### config.mk
export PLATFORM = sky130hd
export DESIGN_NAME = rtt_rotation_sched
export DESIGN_NICKNAME = d
export VERILOG_FILES = /design/src/rtl/rtt_pkg.sv /design/src/rtl/rtt_walker.sv /design/src/rtl/rtt_phase_ctl.sv /design/src/rtl/rtt_track.sv /design/src/rtl/rtt_rotation_sched.sv
export SDC_FILE = /design/constraint.sdc
export NUM_CORES = 1
export LEC_CHECK = 0
export ABC_AREA = 0
export ABC_CLOCK_PERIOD_IN_PS = 3900
export BUFFER_PORTS_ARGS = -buffer_cell sky130_fd_sc_hd__buf_2
export CAP_MARGIN = 25
export CELL_PAD_IN_SITES_DETAIL_PLACEMENT = 1
export CELL_PAD_IN_SITES_GLOBAL_PLACEMENT = 1
export CORE_MARGIN = 10
export CORE_UTILIZATION = 43
export CTS_BUF_LIST = sky130_fd_sc_hd__clkbuf_4 sky130_fd_sc_hd__clkbuf_8
export CTS_CLUSTER_DIAMETER = 80
export DETAILED_ROUTE_END_ITERATION = 12
export PLACE_DENSITY = 0.91
export SYNTH_ARGS = -nofsm -noshare
export SYNTH_HDL_FRONTEND = slang
export SYNTH_SLANG_ARGS = --single-unit
### constraint.sdc
create_clock -name clk -period 3.9 [get_ports clk]
set_input_delay 0.39 -clock clk [delete_from_list [all_inputs] [get_ports clk]]
set_output_delay 0.39 -clock clk [all_outputs]
set_load 0.05 [all_outputs]
### src/rtl/rtt_pkg.sv
package rtt_pkg;
  typedef enum logic [1:0] {
    PH_REP  = 2'd0,
    PH_TST  = 2'd1,
    PH_HALT = 2'd2
  } phase_t;
endpackage

### src/rtl/rtt_walker.sv
module rtt_walker #(
  parameter int N_IN  = 4,
  parameter int N_OUT = 3,
  parameter int IW    = 2,
  parameter int OW    = 2
) (
  input  logic          clk,
  input  logic          rst,
  input  logic          adv,
  output logic [IW-1:0] in_q,
  output logic [OW-1:0] out_q,
  output logic          back_q,
  output logic          wrap_q
);
  localparam int TOTAL = N_IN * N_OUT;
  localparam logic [IW-1:0] IN_MAX  = IW'(N_IN - 1);
  localparam logic [OW-1:0] OUT_MAX = OW'(N_OUT - 1);

  logic at_fwd_end, at_bwd_end, at_end, go_back;
  logic [IW-1:0] in_n;
  logic [OW-1:0] out_n;

  assign at_fwd_end = (in_q == IN_MAX) && (out_q == OUT_MAX);
  assign at_bwd_end = (in_q == '0) && (out_q == '0);
  assign at_end     = back_q ? at_bwd_end : at_fwd_end;
  assign go_back    = at_end ? ~back_q : back_q;

  always_comb begin
    in_n  = in_q;
    out_n = out_q;
    if (TOTAL > 1) begin
      if (!go_back) begin
        if (in_q == IN_MAX) begin
          in_n  = '0;
          out_n = out_q + OW'(1);
        end else begin
          in_n  = in_q + IW'(1);
        end
      end else begin
        if (in_q == '0) begin
          in_n  = IN_MAX;
          out_n = out_q - OW'(1);
        end else begin
          in_n  = in_q - IW'(1);
        end
      end
    end
  end

  always_ff @(posedge clk) begin
    if (rst) begin
      in_q   <= '0;
      out_q  <= '0;
      back_q <= 1'b0;
      wrap_q <= 1'b0;
    end else begin
      wrap_q <= adv && at_end && (TOTAL > 1);
      if (adv) begin
        in_q   <= in_n;
        out_q  <= out_n;
        back_q <= (TOTAL > 1) ? go_back : 1'b0;
      end
    end
  end
endmodule

### src/rtl/rtt_phase_ctl.sv
module rtt_phase_ctl
  import rtt_pkg::*;
(
  input  logic clk,
  input  logic rst,
  input  logic rep_done,
  input  logic test_done,
  input  logic fault_in,
  output logic rep_req,
  output logic test_req,
  output logic fin,
  output logic adv,
  output logic trap
);
  phase_t ph;

  always_ff @(posedge clk) begin
    if (rst) begin
      ph <= PH_REP;
    end else begin
      case (ph)
        PH_REP:  if (rep_done) ph <= PH_TST;
        PH_TST:  if (test_done) ph <= fault_in ? PH_HALT : PH_REP;
        default: ph <= PH_HALT;
      endcase
    end
  end

  assign rep_req  = (ph == PH_REP);
  assign test_req = (ph == PH_TST);
  assign fin      = test_req && test_done;
  assign adv      = fin && !fault_in;
  assign trap     = fin && fault_in;
endmodule

### src/rtl/rtt_track.sv
module rtt_track #(
  parameter int RW = 2,
  parameter int CW = 2,
  parameter int SW = 16
) (
  input  logic          clk,
  input  logic          rst,
  input  logic          fin,
  input  logic          trap,
  input  logic [RW-1:0] row,
  input  logic [CW-1:0] col,
  output logic [SW-1:0] step_cnt,
  output logic          fault_hit,
  output logic [RW-1:0] fault_row,
  output logic [CW-1:0] fault_col
);
  always_ff @(posedge clk) begin
    if (rst) begin
      step_cnt  <= '0;
      fault_hit <= 1'b0;
      fault_row <= '0;
      fault_col <= '0;
    end else begin
      if (fin) step_cnt <= step_cnt + SW'(1);
      if (trap) begin
        fault_hit <= 1'b1;
        fault_row <= row;
        fault_col <= col;
      end
    end
  end
endmodule

### src/rtl/rtt_rotation_sched.sv
module rtt_rotation_sched #(
  parameter int ROWS      = 4,
  parameter int COLS      = 3,
  parameter bit VERT_AXIS = 1'b1,
  parameter int STEP_W    = 16,
  localparam int RW = (ROWS > 1) ? $clog2(ROWS) : 1,
  localparam int CW = (COLS > 1) ? $clog2(COLS) : 1
) (
  input  logic              clk,
  input  logic              rst,
  input  logic              rep_done,
  input  logic              test_done,
  input  logic              fault_in,
  output logic              rep_req,
  output logic              test_req,
  output logic [RW-1:0]     cur_row,
  output logic [CW-1:0]     cur_col,
  output logic              dir_back,
  output logic              pass_done,
  output logic [STEP_W-1:0] step_cnt,
  output logic              fault_hit,
  output logic [RW-1:0]     fault_row,
  output logic [CW-1:0]     fault_col
);
  logic fin, adv, trap;

  rtt_phase_ctl u_phase (
    .clk(clk), .rst(rst), .rep_done(rep_done), .test_done(test_done),
    .fault_in(fault_in), .rep_req(rep_req), .test_req(test_req),
    .fin(fin), .adv(adv), .trap(trap)
  );

  generate
    if (VERT_AXIS) begin : g_vert
      rtt_walker #(.N_IN(ROWS), .N_OUT(COLS), .IW(RW), .OW(CW)) u_walk (
        .clk(clk), .rst(rst), .adv(adv), .in_q(cur_row), .out_q(cur_col),
        .back_q(dir_back), .wrap_q(pass_done)
      );
    end else begin : g_horz
      rtt_walker #(.N_IN(COLS), .N_OUT(ROWS), .IW(CW), .OW(RW)) u_walk (
        .clk(clk), .rst(rst), .adv(adv), .in_q(cur_col), .out_q(cur_row),
        .back_q(dir_back), .wrap_q(pass_done)
      );
    end
  endgenerate

  rtt_track #(.RW(RW), .CW(CW), .SW(STEP_W)) u_track (
    .clk(clk), .rst(rst), .fin(fin), .trap(trap), .row(cur_row), .col(cur_col),
    .step_cnt(step_cnt), .fault_hit(fault_hit), .fault_row(fault_row),
    .fault_col(fault_col)
  );
endmodule

; ---- Word level (Yosys, flattened, before mapping)
; Index checks and enable logic that the tools add are counted.
; Widths: inputs -> output; s select.
[classes]
n_addsub = 5
mul = 0
div = 0
magnitude_cmp = 0
n_eq_ne = 6
n_shift = 0
mux = 12
n_bitwise = 1
reduce_logical = 13
[ops]
columns = operator, count
row1 = $mux 2, 9
row2 = $add 16x1->16 const B, 1
row3 = $logic_and 1x1->1, 6
row4 = $logic_not 2->1, 3
row5 = $ne 2x2->1 const B, 3
row6 = $add 2x1->2 const B, 2
row7 = $eq 2x2->1 const B, 2
row8 = $pmux 2 s2, 1
row9 = $sub 2x1->2 const B, 2
row10 = $reduce_and 3->1, 1
row11 = $eq 2x1->1 const B, 1
row12 = $mux 1, 2
row13 = $reduce_and 2->1, 1
row14 = $reduce_bool 2->1, 1
row15 = $logic_not 1->1, 1
row16 = $not 1->1, 1
[word_totals]
ff_bits = 29
latch_bits = 0
ram_bits = 0
mem_bits_ro = 0
output_inout_bits = 29
elab_cells = 46
mem_count = 0

; ---- Longest topological paths before layout
[depth]
word_depth = 6
mapped_depth = 6
depth_no_buf = 6

; ---- Hierarchy
; From an unflattened synthesis, not the netlist that was laid out.
[hier_totals]
hier_cells = 158
area_unflattened_um2 = 1410.1
[by_module_without_submodules]
columns = module, n_inst, cells_per_inst, area_per_inst_um2, seq_area_each_um2
row1 = rtt_track, 1, 99, 923.4, 420.4
row2 = rtt_walker, 1, 47, 384.1, 120.1
row3 = rtt_phase_ctl, 1, 12, 102.6, 40.0

; ---- Least setup slack after synthesis
; OpenSTA, ideal clock, no wires.
[synth_timing]
path_type = flip-flop to flip-flop
startpoint = register u_track.step_cnt[9]
endpoint = register u_track.step_cnt[15]
setup_ns = 0.070
arrival_ns = 1.925
required_ns = 3.830
setup_slack_ns = 1.905
stages_incl_launch_ff = 5
path_buffers = 0
period_less_slack_ns = 1.995
cell_sequence = dfxtp_1 > nand4_2 > or4_4 > or3_1 > a21oi_1
[synth_via]
elab_chain_len = 1
[synth_lines]
columns = item, line
row1 = "start, declared", rtt_track.sv:12  ; output logic [SW-1:0] step_cnt,
row2 = "start signal, assigned", rtt_track.sv:24  ; if (fin) step_cnt <= step_cnt + SW'(1);
row3 = $add 16x1->16, rtt_track.sv:24
; Every way passes these cells.
; A chain may end at the register's enable or synchronous reset.

; ---- Worst setup path in the final report
[layout_timing]
startpoint = register u_phase.ph[0]
endpoint = register u_track.step_cnt[9]
[layout_via]
elab_chain_len = 2
[layout_lines]
columns = item, line
row1 = "start, declared", rtt_phase_ctl.sv:15  ; phase_t ph;
row2 = "start signal, assigned", rtt_phase_ctl.sv:23  ; PH_TST: if (test_done) ph <= fault_in ? PH_HALT : PH_REP;
row3 = $eq 2x1->1, rtt_phase_ctl.sv:30  ; assign test_req = (ph == PH_TST);
row4 = $logic_and 1x1->1, rtt_phase_ctl.sv:31  ; assign fin = test_req && test_done;
; Every way passes these cells.

==> metrics.txt <==
Setup Viol. Count Final 0; final core occ 53.3%; Final Cell Area 1630 sq um; top cells by area, synth dfxtp_1 42%, a21oi_1 6.2%, nor2_1 4.9%; All-Layer GR Usage 14.3%; wire length per cell 16.4 um; Placer Congestion 0.837; RSZ-0062 raised after global routing false; DRT iter0 DRCs 85; final hold viol count 0; initial core utilization 45.0%; die width 76.5 um; layout cells sized above 1 23.2%; Worst EP required 4.16 ns; Post-Syn Area 1370 sq um; pre-CTS setup slack 2.05 ns; Die Y 76.5 um; TritonCTS Buffers 5; Clock Path Buffers 2; Inst Count DP 234; crit path DAT 2.13 ns; setup TNS 0 ns; register bit count reported by yosys 29; crit path max fanout 9; hpwl dp 2890 um; I/O Buffers 33; cells after synthesis 166; CP Launch Type register; Worst Hold Class input port to register; Least-Margin Pin Slew 0.528 ns; crit end category register; clock sinks 29; first-pass GRT wire length 7020 um; maximum clock frequency 534 MHz; Yosys top cell by area dfxtp_1; top-area cell type share of the netlist area 42.3%; hold buffers post-CTS 0; ant diodes 0; Pleak 0.650 nW; Final #Nets 205; Residual DRC 0; max cap viols 0; Min Clock Period, post-route 1.87 ns; Hold Slack 0.360 ns; Rows 20; cell area after placement 1560 sq um; # Post-CTS Setup Buffers 0; vias post-DR 1,344; clock input transition at the sequential cells of the worst setup and hold paths 0.10 ns; Top Ports 34; final WL 3960 um; Peak VDD IR 0.196 mV; synth cell count leaders 29 x dfxtp_1, 18 x nor2_1, 17 x a21oi_1; htree depth 2; clock root buffer clkbuf_4; Main synth FF type dfxtp_1; sequential fraction of the synthesis area 42.3%; post-CTS resize count 0; Total Power 0.563 mW; Warnings, synthesis 0; post-route ant nets 0; Layout Area Growth over Synthesis 18.5%; Die ar. 5860 sq um; Mapped Avg Cell Area 8.28 sq um; most numerous cell in the Yosys netlist dfxtp_1; Worst Setup Path Type register to register; fin cells 242; Cell variety after synth 41; status complete, no violations; syn nets 174; Vias/cell 5.55; Core ar. 3050 sq um; number of synthesized flops with an enable pin 0; Slew headroom 64.8%; drt pass-1 iters 4; ys async rst share 0%; Power per Cell Area 346 nW/um^2; GR Overflow Total 0; CTS tree yes; Tcrit/Tclk final 48.0%; initial antenna violation count 0; vias in the first global route 1,503; Worst Clk Skew 0.0101 ns; Slew Limit Fails 0; Final WS setup 2.03 ns; largest net degree at the start of global routing 30; Skew-Pair Late Insertion Delay 0.33 ns
final timing paths:
path | from | to | slack, ns | cells after the start
max | u_phase.ph[0]$_SDFFE_PP0P_ | u_track.step_cnt[9]$_SDFFE_PP0P_ | 2.03 | 4
min | rep_done | u_phase.ph[0]$_SDFFE_PP0P_ | 0.36 | 3
max reg2reg | u_phase.ph[0]$_SDFFE_PP0P_ | u_track.step_cnt[9]$_SDFFE_PP0P_ | 2.03 | 4
min reg2reg | u_track.fault_row[1]$_SDFFE_PP0P_ | u_track.fault_row[1]$_SDFFE_PP0P_ | 0.46 | 2
cells by family (layout without fill, tap and decap cells):
family / count (synthesis) / in the layout / share of synthesized area (%)
buf+inv: 16 / 48 / 4.55
xor+xnor: 9 / 9 / 5.74
fa+ha+maj: 3 / 3 / 2.73
compound gates: 35 / 35 / 15.0
flops: 29 / 29 / 42.3
mux: 2 / 2 / 1.55
simple gates: 72 / 72 / 28.1
cell type report:
class                   count  area [sq um]
clock buffers               7          65.1
clock inverters             1          5.00
fillers                   411          1430
inverters                   7          26.3
multi-input cells         121           731
flip-flops and latches     29           581
well taps                  44          55.1
repair buffers             33           165
report_power, final:
part	switching, mW	leakage (nW)	total (mW)	internal (mW)
Combinational	0.0326	0.374	0.0443	0.0117
Sequential	0.00538	0.234	0.305	0.299
Clock	0.110	0.0413	0.214	0.104
placed cells by master (no fill, tap or decap), drive strengths merged, types with 2 or more instances in the layout:
cell,netlist,routed
buf,2,33
dfxtp,29,29
nor2,18,18
a21oi,17,17
nand2,14,14
nand3,10,10
o21ai,8,8
inv,7,7
or3,7,7
clkbuf,7,7
xor2,5,5
nand4,5,5
xnor2,4,4
ha,3,3
nor2b,2,2
nor3,2,2
nand2b,2,2
a31oi,2,2
a311oi,2,2
or4,2,2
state kept, by name, indices dropped and copies added, names as in the netlist:
signal                cells
g_vert.u_walk.in_q        2
g_vert.u_walk.back_q      1
u_track.fault_hit         1
g_vert.u_walk.out_q       2
u_track.step_cnt         16
u_track.fault_col         2
u_phase.ph                2
g_vert.u_walk.wrap_q      1
u_track.fault_row         2
metal layers:
layer	up-vias	routed length, um	GRT usage, %	part of all wire, %
met1	657	1680	15.0	42
met3	5	200	5.07	5.0
li1	653	-	-	-
met4	0	49	5.20	1.2
met5	-	0	0	0
met2	29	2040	25.5	51
critical path: stages, from the launching register on:
cell and delay, ns:
dfxtp_1 0.52, and4b_1 0.41, nand4_1 0.25, or3_2 0.47, a21oi_1 0.15
Power figures use the tool's default switching activity.
